--- src/rtl/swdiv_pkg.sv ---
package swdiv_pkg;
    localparam int PSEL_W = 2;
    localparam int MOD_W  = 7;

    function automatic logic [MOD_W-1:0] base_mod(input logic [PSEL_W-1:0] sel);
        return MOD_W'(8) << sel;
    endfunction
endpackage

--- src/rtl/swdiv_cfg.sv ---
module swdiv_cfg
    import swdiv_pkg::*;
#(
    parameter int A_W      = 6,
    parameter int B_W      = 12,
    parameter int RST_PSEL = 0,
    parameter int RST_A    = 0,
    parameter int RST_B    = 4
) (
    input  logic              clk,
    input  logic              rst,
    input  logic              load,
    input  logic [PSEL_W-1:0] psel,
    input  logic [A_W-1:0]    a_in,
    input  logic [B_W-1:0]    b_in,
    input  logic              boundary,
    output logic [PSEL_W-1:0] act_psel,
    output logic [PSEL_W-1:0] nxt_psel,
    output logic [A_W-1:0]    nxt_a,
    output logic [B_W-1:0]    nxt_b,
    output logic              cfg_err
);
    localparam int AB_W = (A_W > B_W) ? A_W : B_W;
    localparam int CW   = (AB_W > MOD_W) ? AB_W : MOD_W;

    typedef struct packed {
        logic [PSEL_W-1:0] psel;
        logic [A_W-1:0]    a;
        logic [B_W-1:0]    b;
    } set_t;

    typedef struct packed {
        set_t act;
        set_t pend;
        logic pend_v;
        logic err;
    } cfg_t;

    localparam set_t RST_SET = {PSEL_W'(RST_PSEL), A_W'(RST_A), B_W'(RST_B)};

    cfg_t s_d, s_q;
    set_t req, nxt;
    logic legal;

    always_comb begin
        req   = {psel, a_in, b_in};
        legal = (b_in != '0)
             && (CW'(a_in) <= CW'(b_in))
             && (CW'(a_in) < CW'(base_mod(psel)));
        nxt   = s_q.pend_v ? s_q.pend : s_q.act;
        s_d   = s_q;
        if (boundary) begin
            s_d.act    = nxt;
            s_d.pend_v = 1'b0;
        end
        if (load) begin
            if (legal) begin
                s_d.pend   = req;
                s_d.pend_v = 1'b1;
                s_d.err    = 1'b0;
            end else begin
                s_d.err    = 1'b1;
            end
        end
    end

    always_ff @(posedge clk) begin
        if (rst) begin
            s_q.act    <= RST_SET;
            s_q.pend   <= '0;
            s_q.pend_v <= 1'b0;
            s_q.err    <= 1'b0;
        end else begin
            s_q <= s_d;
        end
    end

    assign act_psel = s_q.act.psel;
    assign nxt_psel = nxt.psel;
    assign nxt_a    = nxt.a;
    assign nxt_b    = nxt.b;
    assign cfg_err  = s_q.err;

    // a load with B below A must raise the flag
    p_ratio_flag_r6: assert property (@(posedge clk) disable iff (rst)
        load && (CW'(b_in) < CW'(a_in)) |=> cfg_err);

    // a load with B of zero must raise the flag
    p_zero_main_flag_r6: assert property (@(posedge clk) disable iff (rst)
        load && (b_in == '0) |=> cfg_err);

    // the running setting is always a legal one
    p_active_legal_r6: assert property (@(posedge clk) disable iff (rst)
        (s_q.act.b != '0) && (CW'(s_q.act.a) <= CW'(s_q.act.b))
        && (CW'(s_q.act.a) < CW'(base_mod(s_q.act.psel))));

    // the running setting changes only at a period boundary
    p_hold_mid_period_r4: assert property (@(posedge clk) disable iff (rst)
        !boundary |=> $stable(s_q.act));
endmodule

--- src/rtl/swdiv_seq.sv ---
module swdiv_seq
    import swdiv_pkg::*;
#(
    parameter int A_W = 6,
    parameter int B_W = 12
) (
    input  logic              clk,
    input  logic              rst,
    input  logic [PSEL_W-1:0] act_psel,
    input  logic [PSEL_W-1:0] nxt_psel,
    input  logic [A_W-1:0]    nxt_a,
    input  logic [B_W-1:0]    nxt_b,
    output logic              boundary,
    output logic              div_pulse
);
    localparam int AB_W = (A_W > B_W) ? A_W : B_W;

    typedef struct packed {
        logic [MOD_W-1:0] pre;
        logic [A_W-1:0]   swl;
        logic [B_W-1:0]   main;
    } seq_t;

    seq_t s_d, s_q;
    logic             end_pc;
    logic [MOD_W-1:0] p_new, p_act;
    logic [A_W-1:0]   swl_n;

    always_comb begin
        s_d       = s_q;
        end_pc    = (s_q.pre == '0);
        boundary  = end_pc && (s_q.main <= B_W'(1));
        div_pulse = end_pc && (s_q.main == B_W'(1));
        p_new     = base_mod(nxt_psel);
        p_act     = base_mod(act_psel);
        swl_n     = (s_q.swl != '0) ? s_q.swl - A_W'(1) : '0;
        if (boundary) begin
            s_d.swl  = nxt_a;
            s_d.main = nxt_b;
            s_d.pre  = (nxt_a != '0) ? p_new : p_new - MOD_W'(1);
        end else if (end_pc) begin
            s_d.main = s_q.main - B_W'(1);
            s_d.swl  = swl_n;
            s_d.pre  = (swl_n != '0) ? p_act : p_act - MOD_W'(1);
        end else begin
            s_d.pre  = s_q.pre - MOD_W'(1);
        end
    end

    always_ff @(posedge clk) begin
        if (rst) begin
            s_q <= '0;
        end else begin
            s_q <= s_d;
        end
    end

    // the output pulse never lasts two cycles
    p_one_cycle_pulse_r3: assert property (@(posedge clk) disable iff (rst)
        div_pulse |=> !div_pulse);

    // the prescaler count never exceeds the alternate modulus minus one
    p_pre_bound_r1: assert property (@(posedge clk) disable iff (rst)
        s_q.pre <= base_mod(act_psel));

    // the swallow phase never outlasts the main count
    p_swallow_order_r2: assert property (@(posedge clk) disable iff (rst)
        AB_W'(s_q.swl) <= AB_W'(s_q.main));

    // the cycle after reset is a restart cycle with no pulse
    p_quiet_after_reset_r9: assert property (@(posedge clk) disable iff (rst)
        $past(rst) |-> !div_pulse);
endmodule

--- src/rtl/pulse_swallow_div.sv ---
module pulse_swallow_div
    import swdiv_pkg::*;
#(
    parameter int A_W      = 6,
    parameter int B_W      = 12,
    parameter int RST_PSEL = 0,
    parameter int RST_A    = 0,
    parameter int RST_B    = 4
) (
    input  logic              clk,
    input  logic              rst,
    input  logic              load,
    input  logic [PSEL_W-1:0] psel,
    input  logic [A_W-1:0]    a_in,
    input  logic [B_W-1:0]    b_in,
    output logic              div_pulse,
    output logic              cfg_err
);
    logic [PSEL_W-1:0] act_psel, nxt_psel;
    logic [A_W-1:0]    nxt_a;
    logic [B_W-1:0]    nxt_b;
    logic              boundary;

    swdiv_cfg #(
        .A_W(A_W), .B_W(B_W),
        .RST_PSEL(RST_PSEL), .RST_A(RST_A), .RST_B(RST_B)
    ) u_cfg (
        .clk(clk), .rst(rst), .load(load),
        .psel(psel), .a_in(a_in), .b_in(b_in),
        .boundary(boundary),
        .act_psel(act_psel), .nxt_psel(nxt_psel),
        .nxt_a(nxt_a), .nxt_b(nxt_b),
        .cfg_err(cfg_err)
    );

    swdiv_seq #(
        .A_W(A_W), .B_W(B_W)
    ) u_seq (
        .clk(clk), .rst(rst),
        .act_psel(act_psel), .nxt_psel(nxt_psel),
        .nxt_a(nxt_a), .nxt_b(nxt_b),
        .boundary(boundary), .div_pulse(div_pulse)
    );
endmodule

--- config.mk ---
export PLATFORM = sky130hd
export DESIGN_NAME = pulse_swallow_div
export DESIGN_NICKNAME = d
export VERILOG_FILES = /design/src/rtl/swdiv_pkg.sv /design/src/rtl/swdiv_cfg.sv /design/src/rtl/swdiv_seq.sv /design/src/rtl/pulse_swallow_div.sv
export SDC_FILE = /design/constraint.sdc
export NUM_CORES = 1
export LEC_CHECK = 0
export ABC_CLOCK_PERIOD_IN_PS = 3270
export CORE_UTILIZATION = 50
export CTS_CLUSTER_DIAMETER = 120
export DETAILED_ROUTE_END_ITERATION = 8
export DONT_BUFFER_PORTS = 1
export SYNTH_ARGS = -nofsm -noshare
export SYNTH_HDL_FRONTEND = slang
export SYNTH_SLANG_ARGS = --single-unit
export TNS_END_PERCENT = 50
--- constraint.sdc ---
create_clock -name clk -period 3.27 [get_ports clk]
set_clock_uncertainty 0.2 [all_clocks]
set_input_delay 0.654 -clock clk [delete_from_list [all_inputs] [get_ports clk]]
set_output_delay 0.654 -clock clk [all_outputs]
set_load 0.01 [all_outputs]
==> results of run 1 <==
-- area by class of cell --
class / count / area share (%)
Clock inverter: 7 / 2.23
Multi-Input combinational cell: 357 / 55.6
Inverter: 19 / 1.72
Sequential cell: 67 / 32.3
Tap cell: 99 / 2.98
Clock buffer: 9 / 2.98
Timing Repair Buffer: 12 / 2.17
-- critical path, cell delays in order, from the launching register on --
cell and delay (ns):
dfxtp_1 0.34, or4_1 0.67, nor3_2 0.32, and3_1 0.28
-- path summary, 6_finish.rpt --
| path | startpoint | endpoint | slack [ns] |
|---|---|---|---|
| setup / recovery | u_seq.s_q[21] | div_pulse | 0.45 |
| setup reg to reg | u_seq.s_q[8] | u_seq.s_q[22] | 0.56 |
| hold reg to reg | u_cfg.s_q[26] | u_cfg.s_q[26] | 0.25 |
| hold / removal | rst | u_cfg.act_psel[0] | 0.18 |
-- power groups by stage --
stage               Combinational (mW)  Sequential (mW)  Clock, mW
finish                            2.49             1.21      0.767
floorplan                         2.06             1.15          0
global route                      2.75             1.25      0.820
global placement                  2.44             1.22          0
detailed placement                2.45             1.22          0
CTS                               2.47             1.21      0.781
-- registers in the layout, indices dropped and copies added, names as in the netlist --
signal and flops:
u_cfg.s_q 39, u_cfg.cfg_err 1, u_cfg.act_psel 2, u_seq.s_q 25
-- cells in the mapped netlist, drive strengths merged, types with 8 or more instances --
cell	instances	area [um2]
clkbuf	15	56.3
mux2i	30	300
o21ai	23	119
nor3	13	86.3
a31oi	8	50.1
a211oi	8	65.1
nor4	10	77.6
a21oi	35	175
buf	11	77.6
inv	18	67.6
mux2	12	135
nand2	86	328
ha	14	175
or4	9	67.6
nor2	23	105
dfxtp	67	1340
nand3	17	85.1
-- layer usage --
metal / global-route usage (%) / part of all wire [%]
met5: 0 / 0
met4: 9.15 / 1.7
met3: 4.48 / 3.7
met2: 39.3 / 45
met1: 33.2 / 50
-- stage by stage --
step	cell area [um2]	total power [mW]	hold slack, ns	cells	utilization [%]
3_5_place_dp	3930	3.67	0.238	554	53.7
2_1_floorplan	3850	3.21	0.229	469	-
6_report	4150	4.47	0.175	570	56.6
5_1_grt	4150	4.82	0.158	570	56.6
4_1_cts	4150	4.46	0.164	570	56.6
3_3_place_gp	3930	3.65	0.231	554	53.7
-- kinds of logic (layout without fill, tap and decap cells) --
logic type / after synthesis / in the layout / synth area share [%]
buffers and inverters: 45 / 47 / 5.33
multiplexers: 42 / 42 / 11.3
XOR/XNOR: 6 / 6 / 1.37
AO/OA/AOI/OAI: 105 / 105 / 17.6
AND/OR/NAND/NOR: 190 / 190 / 25.0
flip-flops: 67 / 67 / 34.9
adder cells (fa/ha/maj): 14 / 14 / 4.55
==> impl_metrics.py, run 1 <==
metrics = {
    "status": {
        "status": "finished, final reports clean",
    },
    "synthesis": {
        "synth_edf_count": 0,
        "yosys_warnings": 0,
        "syn-num-nets": 506,
        "synth-seq-cells": 67,
        "ys_types": 61,
        "synthArstFlopShare_pct": 0,
        "synth.cell_area_mm2": 0.00385,
        "synth_cells": 469,
        "synth-seq-area-share_pct": 34.9,
        "syn_area_per_cell_um2": 8.20,
        "synth_ff_type": "dfxtp_1",
    },
    "cts": {
        "clock_sinks": 67,
        "cts_resized": 0,
        "cts_buffers": 9,
        "root_buffer": "clkbuf_8",
        "clock_path_buffers": 2,
        "clk_latency_ns": 0.35,
        "clk_pin_slew_ns": 0.08,
        "cts_tree": "built",
        "postCtsSetupRepairBufs": 0,
        "cts_hold_buf": 0,
        "cts_htree_levels": 3,
    },
    "floorplan": {
        "rows": 31,
        "die_y_um": 89.7,
        "ios": 25,
        "core-area_mm2": 0.00733,
        "start_util_pct": 52.5,
        "die_w_um": 89.7,
        "dieArea_mm2": 0.00805,
    },
    "pwr": {
        "p_switching_mw": 2.05,
        "cellInternalPower_mw": 2.42,
        "sequentialPowerShare_pct": 27.1,
        "clkPwrFrac_pct": 17.2,
        "p_comb_share_pct": 55.7,
        "power_leakage_nw": 1.64,
        "vdd_drop_max_v": 0.000360,
        "power_density_mw_per_mm2": 1080,
        "swShare_pct": 45.9,
    },
    "worst_setup_path": {
        "cp.required_ns": 2.42,
        "end_kind": "output pin",
        "crit_fanout": 5,
        "worstPathArrival_ns": 1.96,
        "reg2regPathDepth": 5,
        "worst-setup-path-type": "flop to output pin",
        "start_kind": "flop",
    },
    "placed_design": {
        "gp_congestion": 0.837,
        "hpwl_um": 6810,
        "io_buffers": 0,
        "place_ws_ns": 0.556,
    },
    "routing": {
        "routed_wl_um": 9450,
        "wl_per_cell_um": 16.6,
        "vias": 3341,
        "ant_nets": 0,
        "drtPass1Iterations": 4,
        "drc_errors": 0,
        "dr.first_iter.drc_count": 162,
        "viasPerCell": 5.86,
    },
    "timing": {
        "worstMarginPinSlew_ns": 0.722,
        "rsz0062_at_grt": "no",
        "setup_tns_ns": 0,
        "hold_violations": 0,
        "maxSlewViolCount": 0,
        "slew_headroom_pct": 51.4,
        "fin_crit_ns": 2.82,
        "fmax_mhz": 355,
        "period_share_pct": 86.2,
        "setup_viol": 0,
        "fin_ws_ns": 0.452,
    },
    "cells_and_area": {
        "fin_nets": 503,
        "register_area_mm2": 0.00134,
        "final_common_cell": "nand2_1",
        "mostFrequentLayoutCells": "84 x nand2_1, 67 x dfxtp_1, 35 x a21oi_1",
        "drive_above_1_share_pct": 12.5,
        "antennaDiodeCount": 0,
        "multi_input_area_mm2": 0.00231,
        "fillCellCount": 683,
        "synthToLayoutAreaGrowth_pct": 7.87,
    },
    "grt": {
        "track_usage_pct": 24.6,
        "grt_pass1_vias": 3243,
        "antenna_found_initial": 0,
        "grt_overflow": 0,
        "grt_max_degree": 41,
        "grt_pass1_wl_um": 15900,
    },
    "job": {
        "cap_violations": 0,
    },
    "min_path": {
        "whs_path_depth": 1,
        "hold_class": "primary input to flop",
    },
}
(Power assumes the default switching activity.)
==> run 2: changes to the inputs <==
ABC_CLOCK_PERIOD_IN_PS = 2900   (was 3270)
clock period = 2.9 ns   (was 3.27 ns; I/O delays follow)
==> impl_metrics.py, run 2 (synthesis results as in run 1) <==
metrics = {
    "cells_and_area": {
        "layoutNonFillerInstCount": 573,
        "mostFrequentLayoutCells": "84 x nand2_1, 67 x dfxtp_1, 35 x a21oi_1",
        "drive_above_1_share_pct": 13.1,
        "final_common_cell": "nand2_1",
        "fin_nets": 506,
        "final_cell_area_mm2": 0.00423,
        "antennaDiodeCount": 0,
        "final_util_pct": 57.7,
        "largest-register": "u_cfg.s_q",
        "synthToLayoutAreaGrowth_pct": 9.92,
        "largest_reg_flops": 39,
    },
    "pwr": {
        "sequentialPowerShare_pct": 25.9,
        "power_density_mw_per_mm2": 1240,
        "power_leakage_nw": 1.67,
        "clkPwrFrac_pct": 18.6,
        "vdd_drop_max_v": 0.000448,
        "swShare_pct": 45.2,
        "cellInternalPower_mw": 2.87,
        "finalPower_mw": 5.24,
        "p_comb_share_pct": 55.5,
        "p_switching_mw": 2.37,
    },
    "worst_setup_path": {
        "critPathSlowestCell": "or4_1",
        "cp-endpoint": "div_pulse",
        "cp_top_family": "simple AND/OR/NAND/NOR gates",
        "end_kind": "output pin",
        "r2r_slack_ns": 0.25,
        "slowest_delay_ns": 0.66,
        "cp.required_ns": 2.12,
        "crit_fanout": 5,
        "path_cells": "or4_1 > nor3_2 > and3_1",
        "worstReg2RegEnd": "u_seq.s_q[19]",
        "start_kind": "flop",
        "reg2regPathDepth": 5,
        "crit_cells": 3,
        "cp.buffers_inverters": 0,
        "worstPathArrival_ns": 2.01,
        "r2r_start": "u_seq.s_q[8]",
        "crit_start": "u_seq.s_q[21]",
        "worst-setup-path-type": "flop to output pin",
    },
    "grt": {
        "grt_pass1_vias": 3218,
        "grt_overflow": 0,
        "grt_pass1_wl_um": 15900,
        "antenna_found_initial": 0,
        "grt_max_degree": 41,
        "track_usage_pct": 24.6,
    },
    "cts": {
        "cts_buffers": 9,
        "cts_hold_buf": 0,
        "root_buffer": "clkbuf_8",
        "cts_resized": 0,
        "cts_tree": "built",
        "clk_pin_slew_ns": 0.08,
        "postCtsSetupRepairBufs": 0,
        "cts_htree_levels": 3,
        "clock_path_buffers": 2,
        "clock_sinks": 67,
        "clk_latency_ns": 0.34,
    },
    "floorplan": {
        "die_w_um": 89.7,
        "core-area_mm2": 0.00733,
        "rows": 31,
        "dieArea_mm2": 0.00805,
        "ios": 25,
        "die_y_um": 89.7,
        "start_util_pct": 52.5,
    },
    "routing": {
        "viasPerCell": 5.91,
        "dr.first_iter.drc_count": 148,
        "vias": 3386,
        "drtPass1Iterations": 5,
        "ant_nets": 0,
        "drc_errors": 0,
        "routed_wl_um": 9540,
        "wl_per_cell_um": 16.7,
    },
    "timing": {
        "worstMarginPinSlew_ns": 0.667,
        "slew_headroom_pct": 55.1,
        "fmax_mhz": 358,
        "period_share_pct": 96.3,
        "setup_tns_ns": 0,
        "fin_crit_ns": 2.79,
        "rsz0062_at_grt": "no",
        "hold_violations": 0,
        "fin_ws_ns": 0.107,
        "setup_viol": 0,
        "maxSlewViolCount": 0,
        "holdWs_ns": 0.0948,
    },
    "placed_design": {
        "place_inst": 557,
        "io_buffers": 0,
        "place_ws_ns": 0.279,
        "place_area_mm2": 0.00398,
        "gp_congestion": 0.813,
        "hpwl_um": 6860,
    },
    "status": {
        "status": "finished, final reports clean",
    },
    "min_path": {
        "whs_path_depth": 1,
        "hold_class": "primary input to flop",
    },
    "job": {
        "cap_violations": 0,
    },
}
==> run 2: metal layers <==
metal / routed length (um) / global-route usage, %
met3: 485 / 3.98
met4: 106 / 8.47
met1: 4590 / 34.0
met2: 4360 / 38.8
met5: 0 / 0
==> run 2: how the worst min path moves through the flow <==
| stage | start | end | slack (ns) |
|---|---|---|---|
| detailed placement | u_cfg.s_q[25] | u_cfg.s_q[25] | 0.24 |
| global placement | u_cfg.s_q[22] | u_cfg.s_q[22] | 0.23 |
| CTS | rst | u_seq.s_q[18] | 0.09 |
| global route | rst | u_cfg.s_q[31] | 0.07 |
| finish | rst | u_cfg.s_q[39] | 0.09 |
| floorplan | u_cfg.s_q[27] | u_cfg.s_q[27] | 0.23 |
==> run 2: cell type report <==
cell class	instances	area [um2]
Timing Repair Buffer	15	138
Inverter	19	71.3
Clock buffer	9	124
Sequential cell	67	1340
Tap cell	99	124
Fill cell	675	3100
Multi-Input combinational cell	357	2310
Clock inverter	7	124
==> run 2: worst register-to-register path, cell delays in order (launching register included) <==
cell and delay, ns:
dfxtp_1 0.36, or4_1 0.70, or3_1 0.59, nor2_8 0.30
nor2_1 0.14, a221oi_2 0.27
==> run 2: power by group through the flow <==
stage	clock network [mW]	logic, mW	registers, mW
after floorplan	0	2.33	1.29
after global placement	0	2.85	1.37
after detailed placement	0	2.87	1.37
after CTS	0.984	2.88	1.35
after global routing	1.03	3.21	1.39
final	0.975	2.91	1.36
